==> src/rtl/bcs_pkg.sv <==
package bcs_pkg;

    // Bus cycle states; TW is the ready-driven wait state between T3 and T4.
    typedef enum logic [2:0] {
        ST_IDLE = 3'd0,
        ST_T1   = 3'd1,
        ST_T2   = 3'd2,
        ST_T3   = 3'd3,
        ST_TW   = 3'd4,
        ST_T4   = 3'd5
    } bus_state_e;

    function automatic logic in_data_phase(input bus_state_e s);
        return (s == ST_T3) || (s == ST_TW);
    endfunction

endpackage

==> src/rtl/bcs_ctrl.sv <==
module bcs_ctrl
    import bcs_pkg::*;
(
    input  logic       clk,
    input  logic       rst_n,
    input  logic       req_valid,
    input  logic       bus_ready,
    output bus_state_e state_q,
    output logic       accept,
    output logic       xfer_end
);

    bus_state_e state_d;

    // A request is taken only from IDLE.
    assign accept   = (state_q == ST_IDLE) && req_valid;
    // The edge that ends the data phase: ready seen in T3 or TW.
    assign xfer_end = in_data_phase(state_q) && bus_ready;

    always_comb begin
        state_d = state_q;
        unique case (state_q)
            ST_IDLE: begin
                if (req_valid) begin
                    state_d = ST_T1;
                end
            end
            ST_T1:   state_d = ST_T2;
            ST_T2:   state_d = ST_T3;
            ST_T3,
            ST_TW: begin
                if (bus_ready) begin
                    state_d = ST_T4;
                end else begin
                    state_d = ST_TW;
                end
            end
            ST_T4:   state_d = ST_IDLE;
            default: state_d = ST_IDLE;
        endcase
    end

    always_ff @(posedge clk or negedge rst_n) begin
        if (!rst_n) begin
            state_q <= ST_IDLE;
        end else begin
            state_q <= state_d;
        end
    end

endmodule

==> src/rtl/bcs_datapath.sv <==
module bcs_datapath #(
    parameter int ADDR_W = 20,
    parameter int DATA_W = 16
) (
    input  logic              clk,
    input  logic              rst_n,
    input  logic              accept,
    input  logic              xfer_end,
    input  logic              req_write,
    input  logic [ADDR_W-1:0] req_addr,
    input  logic [DATA_W-1:0] req_wdata,
    input  logic [DATA_W-1:0] bus_rdata,
    output logic              op_write_q,
    output logic [ADDR_W-1:0] op_addr_q,
    output logic [DATA_W-1:0] op_wdata_q,
    output logic [DATA_W-1:0] rdata_q
);

    // Transfer attributes: loaded only when a request is accepted,
    // so request inputs are ignored for the rest of the cycle.
    always_ff @(posedge clk or negedge rst_n) begin
        if (!rst_n) begin
            op_write_q <= 1'b0;
            op_addr_q  <= '0;
            op_wdata_q <= '0;
        end else if (accept) begin
            op_write_q <= req_write;
            op_addr_q  <= req_addr;
            op_wdata_q <= req_wdata;
        end
    end

    // Read capture on the edge that leaves T3 or the final wait state.
    always_ff @(posedge clk or negedge rst_n) begin
        if (!rst_n) begin
            rdata_q <= '0;
        end else if (xfer_end && !op_write_q) begin
            rdata_q <= bus_rdata;
        end
    end

endmodule

==> src/rtl/bcs_strobes.sv <==
module bcs_strobes
    import bcs_pkg::*;
#(
    parameter int ADDR_W = 20,
    parameter int DATA_W = 16
) (
    input  bus_state_e        state_q,
    input  logic              op_write_q,
    input  logic [ADDR_W-1:0] op_addr_q,
    input  logic [DATA_W-1:0] op_wdata_q,
    output logic              busy,
    output logic              done,
    output logic              bus_ale,
    output logic              bus_rd,
    output logic              bus_wr,
    output logic              bus_wdata_oe,
    output logic              bus_rdata_ie,
    output logic [ADDR_W-1:0] bus_addr,
    output logic [DATA_W-1:0] bus_wdata
);

    always_comb begin
        busy         = 1'b0;
        done         = 1'b0;
        bus_ale      = 1'b0;
        bus_rd       = 1'b0;
        bus_wr       = 1'b0;
        bus_wdata_oe = 1'b0;
        bus_rdata_ie = 1'b0;
        bus_addr     = '0;
        bus_wdata    = '0;
        unique case (state_q)
            ST_IDLE: begin
            end
            ST_T1: begin
                busy     = 1'b1;
                bus_ale  = 1'b1;
                bus_addr = op_addr_q;
            end
            ST_T2: begin
                busy         = 1'b1;
                bus_rd       = !op_write_q;
                bus_wr       = op_write_q;
                bus_wdata_oe = op_write_q;
            end
            ST_T3,
            ST_TW: begin
                busy         = 1'b1;
                bus_rd       = !op_write_q;
                bus_wr       = op_write_q;
                bus_wdata_oe = op_write_q;
                bus_rdata_ie = !op_write_q;
            end
            ST_T4: begin
                busy         = 1'b1;
                done         = 1'b1;
                bus_wdata_oe = op_write_q;
            end
            default: begin
            end
        endcase
        if (bus_wdata_oe) begin
            bus_wdata = op_wdata_q;
        end
    end

endmodule

==> src/rtl/bus_cycle_seq.sv <==
module bus_cycle_seq
    import bcs_pkg::*;
#(
    parameter int ADDR_W = 20,
    parameter int DATA_W = 16
) (
    input  logic              clk,
    input  logic              rst_n,
    input  logic              req_valid,
    input  logic              req_write,
    input  logic [ADDR_W-1:0] req_addr,
    input  logic [DATA_W-1:0] req_wdata,
    output logic              busy,
    output logic              done,
    output logic [DATA_W-1:0] rsp_rdata,
    output logic [ADDR_W-1:0] bus_addr,
    output logic              bus_ale,
    output logic              bus_rd,
    output logic              bus_wr,
    output logic [DATA_W-1:0] bus_wdata,
    output logic              bus_wdata_oe,
    output logic              bus_rdata_ie,
    input  logic [DATA_W-1:0] bus_rdata,
    input  logic              bus_ready
);

    bus_state_e        state_q;
    logic              accept;
    logic              xfer_end;
    logic              op_write_q;
    logic [ADDR_W-1:0] op_addr_q;
    logic [DATA_W-1:0] op_wdata_q;

    bcs_ctrl u_ctrl (
        .clk       (clk),
        .rst_n     (rst_n),
        .req_valid (req_valid),
        .bus_ready (bus_ready),
        .state_q   (state_q),
        .accept    (accept),
        .xfer_end  (xfer_end)
    );

    bcs_datapath #(
        .ADDR_W (ADDR_W),
        .DATA_W (DATA_W)
    ) u_dp (
        .clk        (clk),
        .rst_n      (rst_n),
        .accept     (accept),
        .xfer_end   (xfer_end),
        .req_write  (req_write),
        .req_addr   (req_addr),
        .req_wdata  (req_wdata),
        .bus_rdata  (bus_rdata),
        .op_write_q (op_write_q),
        .op_addr_q  (op_addr_q),
        .op_wdata_q (op_wdata_q),
        .rdata_q    (rsp_rdata)
    );

    bcs_strobes #(
        .ADDR_W (ADDR_W),
        .DATA_W (DATA_W)
    ) u_stb (
        .state_q      (state_q),
        .op_write_q   (op_write_q),
        .op_addr_q    (op_addr_q),
        .op_wdata_q   (op_wdata_q),
        .busy         (busy),
        .done         (done),
        .bus_ale      (bus_ale),
        .bus_rd       (bus_rd),
        .bus_wr       (bus_wr),
        .bus_wdata_oe (bus_wdata_oe),
        .bus_rdata_ie (bus_rdata_ie),
        .bus_addr     (bus_addr),
        .bus_wdata    (bus_wdata)
    );

endmodule

==> config.mk <==
export PLATFORM = sky130hd
export DESIGN_NAME = bus_cycle_seq
export DESIGN_NICKNAME = d
export VERILOG_FILES = /design/src/rtl/bcs_pkg.sv /design/src/rtl/bcs_ctrl.sv /design/src/rtl/bcs_datapath.sv /design/src/rtl/bcs_strobes.sv /design/src/rtl/bus_cycle_seq.sv
export SDC_FILE = /design/constraint.sdc
export NUM_CORES = 1
export LEC_CHECK = 0
export BUFFER_PORTS_ARGS = -buffer_cell sky130_fd_sc_hd__buf_2
export CAP_MARGIN = 25
export CORE_UTILIZATION = 46
export CTS_CLUSTER_SIZE = 16
export DETAILED_ROUTE_END_ITERATION = 10
export HOLD_SLACK_MARGIN = 0.05
export PLACE_DENSITY = 0.79
export SLEW_MARGIN = 20
export SYNTH_ARGS = -nofsm -noshare
export SYNTH_HDL_FRONTEND = slang
export SYNTH_SLANG_ARGS = --single-unit
==> constraint.sdc <==
create_clock -name clk -period 1.9 [get_ports clk]
set_clock_uncertainty 0.05 [all_clocks]
set_input_delay 0.38 -clock clk [delete_from_list [all_inputs] [get_ports clk]]
set_output_delay 0.38 -clock clk [all_outputs]
set_load 0.1 [all_outputs]
# == Word level (Yosys, flattened, before mapping) ==
# Index checks and enable logic that the tools add are counted.
# word_totals
ff_bits,56
inputBits,57
elab_cells,33
# op_classes
n_eq_ne,6
muxes,12
reduce_logical,10
# op_table
operator,count
$mux W20,1
$mux W16,1
$pmux W3 S4,1
$mux W1,8
$eq A3 B2 Y1 const B,2
$eq A3 B3 Y1 const B,2
$reduce_or A5 Y1,1
$reduce_or A4 Y1,1
$eq A3 B1 Y1 const B,1
$logic_and A1 B1 Y1,3
$logic_not A3 Y1,1
$mux W3,1
$reduce_or A3 Y1,1
$ne A2 B2 Y1 const B,1
$reduce_or A2 Y1,1
$logic_not A1 Y1,1
$logic_or A1 B1 Y1,1

# == Depth between registers and ports, before layout ==
# Gate-level depths: netlist of the first run.
# depth
word_depth,4
mapped_depth,6

# == Modules after synthesis ==
# A second synthesis of the first run with hierarchy kept.
# unflattened
cells_unflattened,180
area_unflattened_um2,2521.2
# modules_own_cells
mod,n_inst,cells_per_inst,area_per_inst_um2,seq_area_each_um2
bcs_datapath,1,113,2016.9,1326.3
bcs_strobes,1,52,336.6,0.0
bcs_ctrl,1,15,167.7,75.1

# == Least setup slack after synthesis of the first run ==
# OpenSTA, ideal clock, no wires.
# synth_timing
path_kind,reg2out
from,register u_ctrl.state_q[0]
to,output port bus_addr[10]
arrival_ns,2.644
required_ns,1.470
slack_ns,-1.174
stages_incl_launch_ff,5
cell_sequence,dfrtp_1 -> inv_1 -> nor3_1 -> clkbuf_1 -> and2_1
# synth_between
elab_chain_cells,2
# synth_lines
item,line_no,text
start: declaration,bcs_ctrl.sv:8,"output bus_state_e state_q,"
start signal: assignment,bcs_ctrl.sv:47,state_q <= state_d;
$eq A3 B1 Y1,bcs_strobes.sv:32,unique case (state_q)
$mux W20,bcs_strobes.sv:32,
end: declaration,bus_cycle_seq.sv:16,"output logic [ADDR_W-1:0] bus_addr,"
# No other way between the ends.

# == Final worst setup path of the first run ==
# layout_timing
from,register u_ctrl.state_q[1]
to,output port bus_wdata[7]
# layout_between
elab_chain_cells,4
# layout_lines
item,line_no,text
$eq A3 B2 Y1 / $eq A3 B3 Y1 (equally long branches),bcs_strobes.sv:32,
$reduce_or A4 Y1 (no source line) *,-,
$mux W1 *,bcs_strobes.sv:32,
$mux W16 *,bcs_strobes.sv:62,if (bus_wdata_oe) begin
end: declaration,bus_cycle_seq.sv:20,"output logic [DATA_W-1:0] bus_wdata,"
# Mark *: on every way between the ends. The rest lies on a longest branch, timed or not.

==> run summary, run 1 <==
Synth top cells by count = 56 x dfrtp_1, 37 x mux2_2, 22 x and2_1
Core Area = 5200 sq um
Overflow after GRT = 0
Mapped Cells = 183
largest net degree at the start of global routing = 57
Layout Nets = 378
MaxCap Viol Count = 0
DRT Pass-1 Iters = 4
GRT Resource Usage Total = 22.6%
Root Buffer = clkbuf_8
run status = complete, but fails checks
CP Data Arrival Time = 1.68 ns
clk buf depth = 2
Die H = 76.1 microns
syn_nets = 241
DR iter-0 viols = 86
post-synthesis sequential area ratio = 55.5%
WL per Instance = 18.6 microns
largest cells by area after synthesis = dfrtp_1 56%, mux2_2 17%, mux2_4 5.9%
Post-Route WL = 7.27 mm
final instance area = 4460 sq um
Clock Sink Count = 56
Final ANT Viol Nets = 0
vias in the first global route = 2032
Final period util = 111%
Req. time, crit path = 1.47 ns
Post-DP Area = 4010 sq um
FP Rows = 26
vias per inst = 5.09
Hold WC Path Type = in2reg
most common cell in the netlist = dfrtp_1
worst hold slack = 0.242 ns
gp weighted congestion = 0.720
Final setup viols = 79
Final Hold Viols = 0
Slew HR = 67.2%
Tmin final = 2.11 ns
mapped cell area = 2520 sq um
initial core utilization = 48.5%
final slew viol count = 0
initial antenna violation count = 0
layout cells sized above 1 = 78.5%
CTS tree = built
RSZ-0062 raised after global routing = yes
Synth Flop Type = dfrtp_1
Slew @ Worst Pin = 0.496 ns
Post-synth EDFFs = 0
R2R Setup Slk = -0.14 ns
register bit total from synthesis = 56
HPWL after DPL = 4.39 mm
clk slew on worst S/H paths = 0.09 ns
CTS H-tree lvls = 2
global-route wire length before repair = 10.1 mm
Setup CP Type = reg2out
failing checks = negative setup slack
Vias = 1989
Die Width = 76.1 microns
number of remaining DRC errors = 0
CP Launch Type = flip-flop
Yosys top cell by area = dfrtp_1
fmax = 0.474 GHz
port bufs = 115
peak fanout along the critical path = 17
Synth Area per Inst = 13.8 sq um
Synth cell types = 26
I/O pin count = 116
Clock Latency Late Sink = 0.30 ns
Area growth, synth to finish = 76.5%
antenna diode count = 0
Yosys top cell area share = 55.5%
CTS Buf Count = 5
asr flop ratio synth = 100%
CP endpoint kind = output pin
Final WS setup = -0.209 ns
pre-CTS setup slack = 0.00551 ns
Die ar. = 5790 sq um
Yosys warning total = 0
-- logic make-up (layout without fill, tap and decap cells) --
group                    Yosys count  after routing  synth area share [%]
AND/OR/NAND/NOR                   51             51                  12.8
flip-flops                        56             56                  55.5
adder cells (fa/ha/maj)            1              1                 0.496
XOR/XNOR                           1              1                 0.347
AO/OA/AOI/OAI                      6              6                  1.54
multiplexers                      52             52                  24.7
buffers and inverters             16            154                  4.56
-- registers in the layout (all words and copies together) (netlist names) --
register / count
u_ctrl.state_q: 3
u_dp.op_write_q: 1
u_dp.op_addr_q: 20
u_dp.rdata_q: 16
u_dp.op_wdata_q: 16
-- cell usage in the layout, fill, tap and decap left out, types with 2 or more instances in the layout --
master / instances
mux2_2: 36
clkbuf_8: 5
nor3_4: 3
dfrtp_2: 3
o21ai_0: 2
inv_2: 2
mux2_4: 13
and2_4: 22
nand2_1: 2
dfrtp_1: 53
buf_8: 2
and3_4: 16
buf_12: 48
nor2_2: 2
buf_2: 72
mux2_1: 3
clkbuf_16: 4
buf_4: 7
buf_6: 8
-- layout make-up --
type / instances / area (sq um)
clock inverter: 2 / 35.0
tap: 70 / 87.6
timing repair buffer: 142 / 1600
clock buffer: 6 / 72.6
sequential: 56 / 1410
inverter: 4 / 17.5
fill: 257 / 749
multi-input combinational: 111 / 1230
-- layer usage --
metal	vias to the layer above	track usage [%]	wire length, microns
met5	-	0	0
met3	12	5.39	314
li1	900	-	-
met4	0	8.27	97
met1	1006	24.6	2830
met2	71	42.3	4020
-- critical path, stage by stage (launching register included) --
cell and delay (ns):
dfrtp_2 0.50, inv_2 0.09, ha_4 0.28, buf_12 0.14, and3_4 0.20, buf_12 0.17
-- final timing paths --
| kind | endpoint | cells past startpoint | startpoint |
|---|---|---|---|
| setup / recovery | bus_wdata[7] | 5 | u_ctrl.state_q[1]$_DFFE_PN0P_ |
| setup reg to reg | u_dp.op_addr_q[2]$_DFFE_PN0P_ | 7 | u_ctrl.state_q[1]$_DFFE_PN0P_ |
| min in group asynchronous | u_dp.op_addr_q[6]$_DFFE_PN0P_ | 3 | rst_n |
| max in group asynchronous | u_ctrl.state_q[0]$_DFFE_PN0P_ | 3 | rst_n |
| hold / removal | u_dp.op_wdata_q[8]$_DFFE_PN0P_ | 2 | req_wdata[8] |
| hold reg to reg | u_dp.op_addr_q[11]$_DFFE_PN0P_ | 1 | u_dp.op_addr_q[11]$_DFFE_PN0P_ |
-- repair_timing --
action,4_1_cts,5_1_grt
resized for setup,16,25
pin swaps,5,19
setup endpoints to repair,42,79
gates cloned,0,7
endpoints found under the hold margin,56,0
buffers inserted,3,5
hold buffers,1,0
-- metrics by stage --
stage          cells  TNS [ns]  utilization, %
5_1_grt          391    -13.80            85.6
2_1_floorplan    183     -1.21               -
3_5_place_dp     367         0            77.1
4_1_cts          379     -5.31            81.0
6_report         391    -11.09            85.6
3_3_place_gp     367         0            77.1
Power of run 1 is left out: the tool's default activity adds up to more than one toggle a clock period on the data nets, which glitch-free logic cannot reach.
==> run 2: changes to the inputs <==
MAX_ROUTING_LAYER = met4   (was not set)
==> run 2 against run 1 <==
The flow still finishes with violations (negative setup slack). Global-route usage increased by 0.78 points. Cell area is essentially flat. Flip-flop and latch count unchanged. Critical path type unchanged.
==> run summary, run 2 (synthesis gave the netlist of run 1 again) <==
run status = complete, but fails checks (unchanged)
failing checks = negative setup slack (unchanged)
Final WS setup = -0.197 ns (was -0.209 ns)
Layout Nets = 378 (unchanged)
clk slew on worst S/H paths = 0.10 ns (was 0.09 ns)
pre-CTS setup slack = 0.00551 ns (unchanged)
DR iter-0 viols = 36 (was 86)
Die H = 76.1 microns (unchanged)
# fillers = 259 (was 257)
Overflow after GRT = 0 (unchanged)
RSZ-0062 raised after global routing = yes (unchanged)
GRT Resource Usage Total = 23.3% (was 22.6%)
number of remaining DRC errors = 0 (unchanged)
Post-Route WL = 7.43 mm (was 7.27 mm)
hold path depth = 2 (unchanged)
CP startpoint = u_ctrl.state_q[1]$_DFFE_PN0P_ (unchanged)
Tmin final = 2.10 ns (was 2.11 ns)
initial antenna violation count = 0 (unchanged)
CTS tree = built (unchanged)
Reg2Reg Depth = 7 (unchanged)
port bufs = 115 (unchanged)
Req. time, crit path = 1.47 ns (about the same)
global-route wire length before repair = 10.2 mm (was 10.1 mm)
CP top delay family = buffers and inverters (was flip-flops)
layout cells sized above 1 = 78.5% (unchanged)
CP endpoint kind = output pin (unchanged)
most frequent cells in the layout = 72 x buf_2, 53 x dfrtp_1, 48 x buf_12 (unchanged)
Min-Delay Startpoint = req_addr[11] (was req_wdata[8])
Clock Latency Late Sink = 0.30 ns (about the same)
Bufs and invs on worst path = 4 (was 3)
vias in the first global route = 2019 (was 2032)
Final period util = 110% (was 111%)
final instance area = 4450 sq um (was 4460 sq um)
Final setup viols = 79 (unchanged)
r2r endpoint = u_dp.op_addr_q[0]$_DFFE_PN0P_ (was u_dp.op_addr_q[2]$_DFFE_PN0P_)
Slowest cell on crit path = dfrtp_2 (unchanged)
clk buf depth = 2 (unchanged)
top flop regs = u_dp.op_addr_q: 20 flops, u_dp.op_wdata_q: 16 flops, u_dp.rdata_q: 16 flops (unchanged)
Die Width = 76.1 microns (unchanged)
slowest stage delay, CP = 0.50 ns (about the same)
Biggest register = u_dp.op_addr_q (unchanged)
Slew HR = 67.4% (was 67.2%)
CP Launch Type = flip-flop (unchanged)
R2R Path Start = u_ctrl.state_q[1]$_DFFE_PN0P_ (unchanged)
fmax = 0.477 GHz (was 0.474 GHz)
MaxCap Viol Count = 0 (unchanged)
Setup CP Type = reg2out (unchanged)
antenna diode count = 0 (unchanged)
largest net degree at the start of global routing = 57 (unchanged)
Area growth, synth to finish = 76.4% (was 76.5%)
Post-DP Area = 4010 sq um (unchanged)
WL per Instance = 19.0 microns (was 18.6 microns)
DRT Pass-1 Iters = 4 (unchanged)
initial core utilization = 48.5% (unchanged)
max FFs per register = 20 (unchanged)
Root Buffer = clkbuf_8 (unchanged)
vias per inst = 5.06 (was 5.09)
CTS H-tree lvls = 2 (unchanged)
Hold WC Path Type = in2reg (unchanged)
WHS Endpoint = u_dp.op_addr_q[11]$_DFFE_PN0P_ (was u_dp.op_wdata_q[8]$_DFFE_PN0P_)
CP Cell Sequence = buf_4 > buf_6 > buf_6 > nor3_4 > a21oi_4 > buf_12 (was inv_2 > ha_4 > buf_12 > and3_4 > buf_12)
FP Rows = 26 (unchanged)
Slew @ Worst Pin = 0.493 ns (was 0.496 ns)
Vias = 1978 (was 1989)
Clock Sink Count = 56 (unchanged)
commonest non-fill, non-tap cell in the layout = buf_2 (unchanged)
Core Area = 5200 sq um (unchanged)
Final ANT Viol Nets = 0 (unchanged)
final slew viol count = 0 (unchanged)
gp weighted congestion = 0.728 (was 0.720)
CTS Buf Count = 5 (unchanged)
I/O pin count = 116 (unchanged)
HPWL after DPL = 4.39 mm (unchanged)
Die ar. = 5790 sq um (unchanged)
most used cell, CP = buf_6 (was buf_12)
peak fanout along the critical path = 7 (was 17)
CP Data Arrival Time = 1.67 ns (was 1.68 ns)
R2R Setup Slk = -0.15 ns (was -0.14 ns)
Final Hold Viols = 0 (unchanged)
==> run 2: worst max-delay path by stage <==
stage,end,slack (ns),cells past startpoint
after floorplan,bus_rd,-0.54,3
after global placement,bus_addr[17],0.05,5
after detailed placement,bus_addr[10],0.006,5
after CTS,bus_wr,-0.17,4
after global routing,bus_rd,-0.25,4
final,busy,-0.20,6
==> run 2: what timing repair did <==
action / 4_1_cts / 5_1_grt
gates resized for setup: 16 / 24
pin swaps: 5 / 20
setup buffers: 3 / 5
cloned: 0 / 7
endpoints found under the setup margin: 42 / 79
endpoints found under the hold margin: 56 / 0
hold buffers: 1 / 0
==> run 2: per-stage QoR <==
stage | util, % | instances | hold slack, ns | setup TNS (ns)
after floorplan | - | 183 | 0.0344 | -1.21
after global placement | 77.1 | 367 | 0.347 | 0
after detailed placement | 77.1 | 367 | 0.353 | 0
after CTS | 81.0 | 379 | 0.238 | -5.31
after global routing | 85.5 | 391 | 0.235 | -14.76
final | 85.5 | 391 | 0.237 | -11.46
==> run 2: final cells by class <==
type,count,area [sq um],area share (%)
clock buffers,6,72.6,1.63
clock inverters,2,35.0,0.787
flip-flops and latches,56,1410,31.6
repair buffers,142,1600,35.9
well taps,70,87.6,1.97
multi-input cells,111,1230,27.7
inverters,4,17.5,0.393
==> run 2: routing by layer <==
layer,track usage (%),wire [microns]
met1,25.5,2770
met2,42.2,4140
met3,4.67,317
met4,8.27,202
met5,-,0
Power of run 2 is left out for the same reason.
